File: src/rtl/evt_map_pkg.sv
package evt_map_pkg;

  localparam int EVT_W   = 20;
  localparam int N_SLOTS = 5;

  localparam logic [EVT_W-1:0] EV_CYCLES  = 20'h00001;
  localparam logic [EVT_W-1:0] EV_INSTR   = 20'h00002;
  localparam logic [EVT_W-1:0] EV_DTLB_RD = 20'h10019;
  localparam logic [EVT_W-1:0] EV_DTLB_WR = 20'h1001B;
  localparam logic [EVT_W-1:0] EV_ITLB    = 20'h10021;

  typedef enum logic [2:0] {
    SLOT_CYC = 3'd0,
    SLOT_INS = 3'd1,
    SLOT_DRD = 3'd2,
    SLOT_DWR = 3'd3,
    SLOT_IPF = 3'd4
  } slot_e;

  typedef struct packed {
    logic  ok;
    slot_e slot;
  } slotDec_t;

  // strobes from control to datapath
  typedef struct packed {
    logic  setEn;
    logic  clrEn;
    logic  err;
    slot_e slot;
  } strobe_t;

  function automatic slotDec_t decodeEvt(input logic [EVT_W-1:0] evt);
    slotDec_t d;
    d.ok   = 1'b1;
    d.slot = SLOT_CYC;
    case (evt)
      EV_CYCLES:  d.slot = SLOT_CYC;
      EV_INSTR:   d.slot = SLOT_INS;
      EV_DTLB_RD: d.slot = SLOT_DRD;
      EV_DTLB_WR: d.slot = SLOT_DWR;
      EV_ITLB:    d.slot = SLOT_IPF;
      default:    d.ok   = 1'b0;
    endcase
    return d;
  endfunction

endpackage

File: src/rtl/evt_map_ctrl.sv
module evt_map_ctrl
  import evt_map_pkg::*;
#(
  parameter int MAX_CTRS = 32,
  parameter int NUM_PROG = 4,
  parameter int SEL_W    = 32,
  parameter int CW       = $clog2(MAX_CTRS)
) (
  input  logic               wrEn,
  input  logic [CW-1:0]      wrCtr,
  input  logic [SEL_W-1:0]   wrSel,
  input  logic [N_SLOTS-1:0] slotUsed,
  output strobe_t            stb
);

  localparam int  FIRST_PROG = 3;
  localparam bit  CFG_OK     = (NUM_PROG >= 1) && (NUM_PROG <= MAX_CTRS - FIRST_PROG);

  function automatic logic [MAX_CTRS-1:0] buildAvail();
    logic [MAX_CTRS-1:0] m = '0;
    for (int i = 0; i < MAX_CTRS; i++) begin
      if (CFG_OK && i >= FIRST_PROG && i < FIRST_PROG + NUM_PROG) m[i] = 1'b1;
    end
    return m;
  endfunction

  localparam logic [MAX_CTRS-1:0] AVAIL = buildAvail();

  logic     ctrValid;
  logic     selZero;
  slotDec_t dec;

  always_comb begin
    ctrValid = (int'(wrCtr) < MAX_CTRS) && AVAIL[wrCtr];
    selZero  = (wrSel == '0);
    dec      = decodeEvt(wrSel[EVT_W-1:0]);
  end

  always_comb begin
    stb      = '0;
    stb.slot = dec.slot;
    if (wrEn) begin
      if (!ctrValid) begin
        stb.err = 1'b1;
      end else if (selZero) begin
        stb.clrEn = 1'b1;
      end else if (!dec.ok) begin
        stb.err = 1'b1;
      end else if (!slotUsed[dec.slot]) begin
        stb.setEn = 1'b1;
      end
    end
  end

endmodule

File: src/rtl/evt_map_dpath.sv
module evt_map_dpath
  import evt_map_pkg::*;
#(
  parameter int CW = 5
) (
  input  logic               clk,
  input  logic               rstN,
  input  strobe_t            stb,
  input  logic [CW-1:0]      wrCtr,
  output logic [N_SLOTS-1:0] slotUsed,
  output logic               wrErr,
  input  logic [EVT_W-1:0]   lookupEvt,
  output logic               lookupHit,
  output logic [CW-1:0]      lookupCtr,
  input  logic [CW-1:0]      queryCtr,
  output logic               queryIsCycles,
  output logic               queryIsInstr
);

  localparam logic [CW-1:0] FIXED_CYC = CW'(0);
  localparam logic [CW-1:0] FIXED_INS = CW'(2);

  logic [CW-1:0] slotCtr [N_SLOTS];
  slotDec_t      lookDec;

  always_ff @(posedge clk) begin
    if (!rstN) begin
      for (int s = 0; s < N_SLOTS; s++) slotCtr[s] <= '0;
      wrErr <= 1'b0;
    end else begin
      wrErr <= stb.err;
      for (int s = 0; s < N_SLOTS; s++) begin
        if (stb.clrEn && slotCtr[s] == wrCtr) begin
          slotCtr[s] <= '0;
        end else if (stb.setEn && int'(stb.slot) == s) begin
          slotCtr[s] <= wrCtr;
        end
      end
    end
  end

  always_comb begin
    for (int s = 0; s < N_SLOTS; s++) slotUsed[s] = (slotCtr[s] != '0);
    lookDec   = decodeEvt(lookupEvt);
    lookupCtr = lookDec.ok ? slotCtr[lookDec.slot] : '0;
    lookupHit = (lookupCtr != '0);
    queryIsCycles = (queryCtr == FIXED_CYC) ||
                    (slotUsed[SLOT_CYC] && slotCtr[SLOT_CYC] == queryCtr);
    queryIsInstr  = (queryCtr == FIXED_INS) ||
                    (slotUsed[SLOT_INS] && slotCtr[SLOT_INS] == queryCtr);
  end

endmodule

File: src/rtl/evt_ctr_mapper.sv
module evt_ctr_mapper
  import evt_map_pkg::*;
#(
  parameter int MAX_CTRS = 32,
  parameter int NUM_PROG = 4,
  parameter int SEL_W    = 32,
  localparam int CW      = $clog2(MAX_CTRS)
) (
  input  logic             clk,
  input  logic             rstN,
  input  logic             wrEn,
  input  logic [CW-1:0]    wrCtr,
  input  logic [SEL_W-1:0] wrSel,
  output logic             wrErr,
  input  logic [EVT_W-1:0] lookupEvt,
  output logic             lookupHit,
  output logic [CW-1:0]    lookupCtr,
  input  logic [CW-1:0]    queryCtr,
  output logic             queryIsCycles,
  output logic             queryIsInstr
);

  strobe_t            stb;
  logic [N_SLOTS-1:0] slotUsed;

  evt_map_ctrl #(
    .MAX_CTRS(MAX_CTRS), .NUM_PROG(NUM_PROG), .SEL_W(SEL_W), .CW(CW)
  ) ctrl (
    .wrEn(wrEn), .wrCtr(wrCtr), .wrSel(wrSel), .slotUsed(slotUsed), .stb(stb)
  );

  evt_map_dpath #(.CW(CW)) dpath (
    .clk(clk), .rstN(rstN), .stb(stb), .wrCtr(wrCtr), .slotUsed(slotUsed),
    .wrErr(wrErr), .lookupEvt(lookupEvt), .lookupHit(lookupHit),
    .lookupCtr(lookupCtr), .queryCtr(queryCtr),
    .queryIsCycles(queryIsCycles), .queryIsInstr(queryIsInstr)
  );

endmodule

File: config.mk
export PLATFORM = sky130hd
export DESIGN_NAME = evt_ctr_mapper
export DESIGN_NICKNAME = d
export VERILOG_FILES = /design/src/rtl/evt_map_pkg.sv /design/src/rtl/evt_map_ctrl.sv /design/src/rtl/evt_map_dpath.sv /design/src/rtl/evt_ctr_mapper.sv
export SDC_FILE = /design/constraint.sdc
export NUM_CORES = 1
export LEC_CHECK = 0
export ABC_CLOCK_PERIOD_IN_PS = 2400
export CORE_MARGIN = 2
export CORE_UTILIZATION = 45
export DETAILED_ROUTE_END_ITERATION = 8
export DONT_BUFFER_PORTS = 1
export MAX_ROUTING_LAYER = met4
export PLACE_DENSITY = 0.71
export RECOVER_POWER = 25
export SYNTH_ARGS = -nofsm -noshare
export SYNTH_HDL_FRONTEND = slang
export SYNTH_SLANG_ARGS = --single-unit
export TNS_END_PERCENT = 100
File: constraint.sdc
create_clock -name clk -period 2.4 [get_ports clk]
set_clock_uncertainty 0.1 [all_clocks]
set_input_delay 0.24 -clock clk [delete_from_list [all_inputs] [get_ports clk]]
set_output_delay 0.24 -clock clk [all_outputs]
set_load 0.005 [all_outputs]
==> impl_metrics.csv <==
group,metric,value,unit
run_status,status,"completed",
worst_setup_path,crit_type,"flop to flop",
clock_network,hold_buffers,0,
floorplanning,start_util,46.26,%
synth,ys_seq_elements,26,
worst_setup_path,startpoint_type,"flop",
clock_network,insertion_delay,0.27,ns
final_layout,area_delta_synth_final,8.822,%
global_route,grt_max_degree,15,
global_route,grt_pass1_wl,8411,um
synth,syn_avg_cell_area,9.455,um^2
detailed_routing,drt_iter0_markers,49,
timing,hold_viol,0,
timing,min_period_over_period,95.59,%
timing,finalCriticalPeriod,2.294,ns
timing,setup_tns,0,ns
worst_setup_path,crit_fanout,5,
pwr,swShare,23.78,%
hold_path,hold_class,"input port to flop",
floorplanning,io_pins,74,
clock_network,cts_tree,"yes",
final_layout,antennaDiodeCount,0,
pwr,p_sw,221.5,uW
detailed_routing,drc,0,
clock_network,htreeDepth,1,
synth,synth_ff_type,"edfxtp_1",
final_layout,regArea,770.7,um^2
timing,slew_headroom,66.04,%
pwr,clock_power_share,26.2,%
global_route,grt_overflow_total,0,
floorplanning,num_rows,25,
placement,io_buffers,0,
final_layout,layout_commonest_cell,"edfxtp_1",
pwr,p_total,931.5,uW
timing,max_freq,435.9,MHz
global_route,grt_pass1_vias,1762,
placement,dp_hpwl,4275,um
detailed_routing,routed_wl,5334,um
floorplanning,die_h,73.22,um
global_route,grt_util_all_layers,21.23,%
job,maxCapViolations,0,
floorplanning,core,0.004661,mm^2
pwr,p_int,710.0,uW
synth,synth_edf_count,25,
detailed_routing,via_count,1854,
final_layout,filler_cell_count,456,
worst_setup_path,worstPathArrival,2.15,ns
global_route,antenna_found_initial,0,
synth,yosys.cell_types.count,54,
detailed_routing,dr.pass1.iters,4,
worst_setup_path,worstPathRequired,2.26,ns
pwr,seqPwrFrac,58.8,%
synth,async_reset_ff_share,0,%
floorplanning,die_w,73.22,um
detailed_routing,postRouteAntennaNets,0,
timing,finalSetupViolCount,0,
floorplanning,die_area,0.005360,mm^2
timing,slew_violations,0,
synth,yosysWarnings,0,
pwr,powerDensity,397.1,mW/mm^2
timing,grt_setup_unrepaired,"no",
timing,tightest_slew,0.5048,ns
pwr,pwr-share-comb,15.0,%
placement,gp_congestion,0.8547,
worst_setup_path,end_kind,"flop",
final_layout,layout-drive-gt1-share,11.74,%
detailed_routing,viasPerCell,6.159,
final_layout,most-common-layout-cells,"edfxtp_1, nor2_1, xor2_1",
clock_network,numCtsBuffers,3,
final_layout,multi_input_area,0.001339,mm^2
clock_network,root_buffer,"clkbuf_8",
pwr,peakVddDrop,0.1668,mV
synth,synth_area,0.002156,mm^2
clock_network,clk_pin_slew_worst_paths,0.08,ns
synth,synth_cells,228,
detailed_routing,wire_per_inst,17.72,um
clock_network,clk_path_buf_depth,2,
pwr,power.leakage,0.0007992,uW
clock_network,cts_sinks,26,
final_layout,nets,313,
synth,yosysSeqAreaShare,35.75,%
==> repair_timing <==
action	4_1_cts	5_1_grt
endpoints found under the setup margin	0	10
setup buffers	0	2
gates resized for setup	0	2
==> flip-flops by register name, indices dropped and copies added, names as in the netlist <==
name,cells
dpath.slotCtr,25
dpath.wrErr,1
==> critical path: stages, from the launching register on <==
cell,delay [ns]
edfxtp_1,0.42
or2_2,0.32
or4_1,0.48
a22oi_2,0.19
and4_4,0.24
nand3b_1,0.24
==> cells by family (layout without fill, tap and decap cells) <==
family          count (synthesis)  after routing  share of synthesized area [%]
mux                             5              5                          2.496
compound gates                 38             38                          13.29
buf+inv                        18             28                          3.482
xor+xnor                       35             35                          14.22
simple gates                  105            105                          30.59
other cells                     1             10                         0.1739
flops                          26             26                          35.75
==> metal layers <==
| layer | part of all wire (%) | vias up | GRT usage [%] | wire (um) |
|---|---|---|---|---|
| met3 | 7.1 | 7 | 2.901 | 377 |
| met4 | 1.8 | 0 | 7.202 | 96 |
| met2 | 46 | 83 | 34.03 | 2459 |
| met5 | 0 | - | - | 0 |
| met1 | 45 | 863 | 27.59 | 2400 |
| li1 | - | 901 | - | - |
==> Yosys cell counts (2+ instances only) <==
cell type  number  area, um^2
mux2i_1         2       20.02
o21a_1          2       15.01
nor2_1         22       82.58
nor3_1         11       55.05
or4_1           6       45.04
o32ai_1         4       35.03
buf_2           3       15.01
nand2_1         8       30.03
a21o_1          2       15.01
mux2_2          3       33.78
nor4_1          8       50.05
and2_1          6       37.54
nor4_2          6       75.07
a21oi_1         3       15.01
o211ai_1        3       22.52
xnor2_1        16       140.1
o21ai_0         7       35.03
clkbuf_1        2       7.510
edfxtp_1       25       750.7
o22ai_1         2       12.51
and3b_1         2       17.52
nand3b_1        4       30.03
nand3_1         9       45.04
nand4_1         5       31.28
and4_1          3       26.28
o32a_1          3       30.03
or3_1           2       12.51
nand2b_1        3       18.77
inv_1          12       45.04
xor2_1         19       166.4
nor4b_1         2       17.52
==> layout make-up <==
cell class                 instances  area share, %
tap                               54          2.880
multi-input combinational        193          57.07
clock inverter                     1         0.1600
timing repair buffer              12          3.360
sequential                        26          32.85
clock buffer                       3          1.760
inverter                          12          1.920
==> final timing paths <==
path                       start                  end  slack, ns  depth (start not counted)
max          dpath.slotCtr[4][1]  dpath.slotCtr[4][2]       0.11                          5
min                         rstN          dpath.wrErr       0.04                          2
max reg2reg  dpath.slotCtr[4][1]  dpath.slotCtr[4][2]       0.11                          5
min reg2reg  dpath.slotCtr[2][0]  dpath.slotCtr[2][1]       0.71                          3
==> power groups by stage <==
| stage | logic [uW] | registers, uW | clock network, uW |
|---|---|---|---|
| detailed placement | 135 | 559 | 0 |
| CTS | 136 | 548 | 253 |
| floorplan | 121 | 550 | 0 |
| finish | 139 | 548 | 244 |
| global route | 154 | 551 | 273 |
| global placement | 133 | 558 | 0 |
==> through the flow <==
step | cell area, um^2 | setup WS (ns) | hold WS [ns] | utilization [%] | instances
after floorplan | 2190 | 0.07185 | 0.3025 | - | 237
after global placement | 2302 | 0.1601 | 0.3229 | 49.40 | 295
after detailed placement | 2302 | 0.07574 | 0.3304 | 49.40 | 295
after CTS | 2347 | 0.05631 | 0.03748 | 50.36 | 299
after global routing | 2346 | 0.008001 | 0.04189 | 50.34 | 301
final | 2346 | 0.1059 | 0.04077 | 50.34 | 301
(Power assumes the default switching activity.)
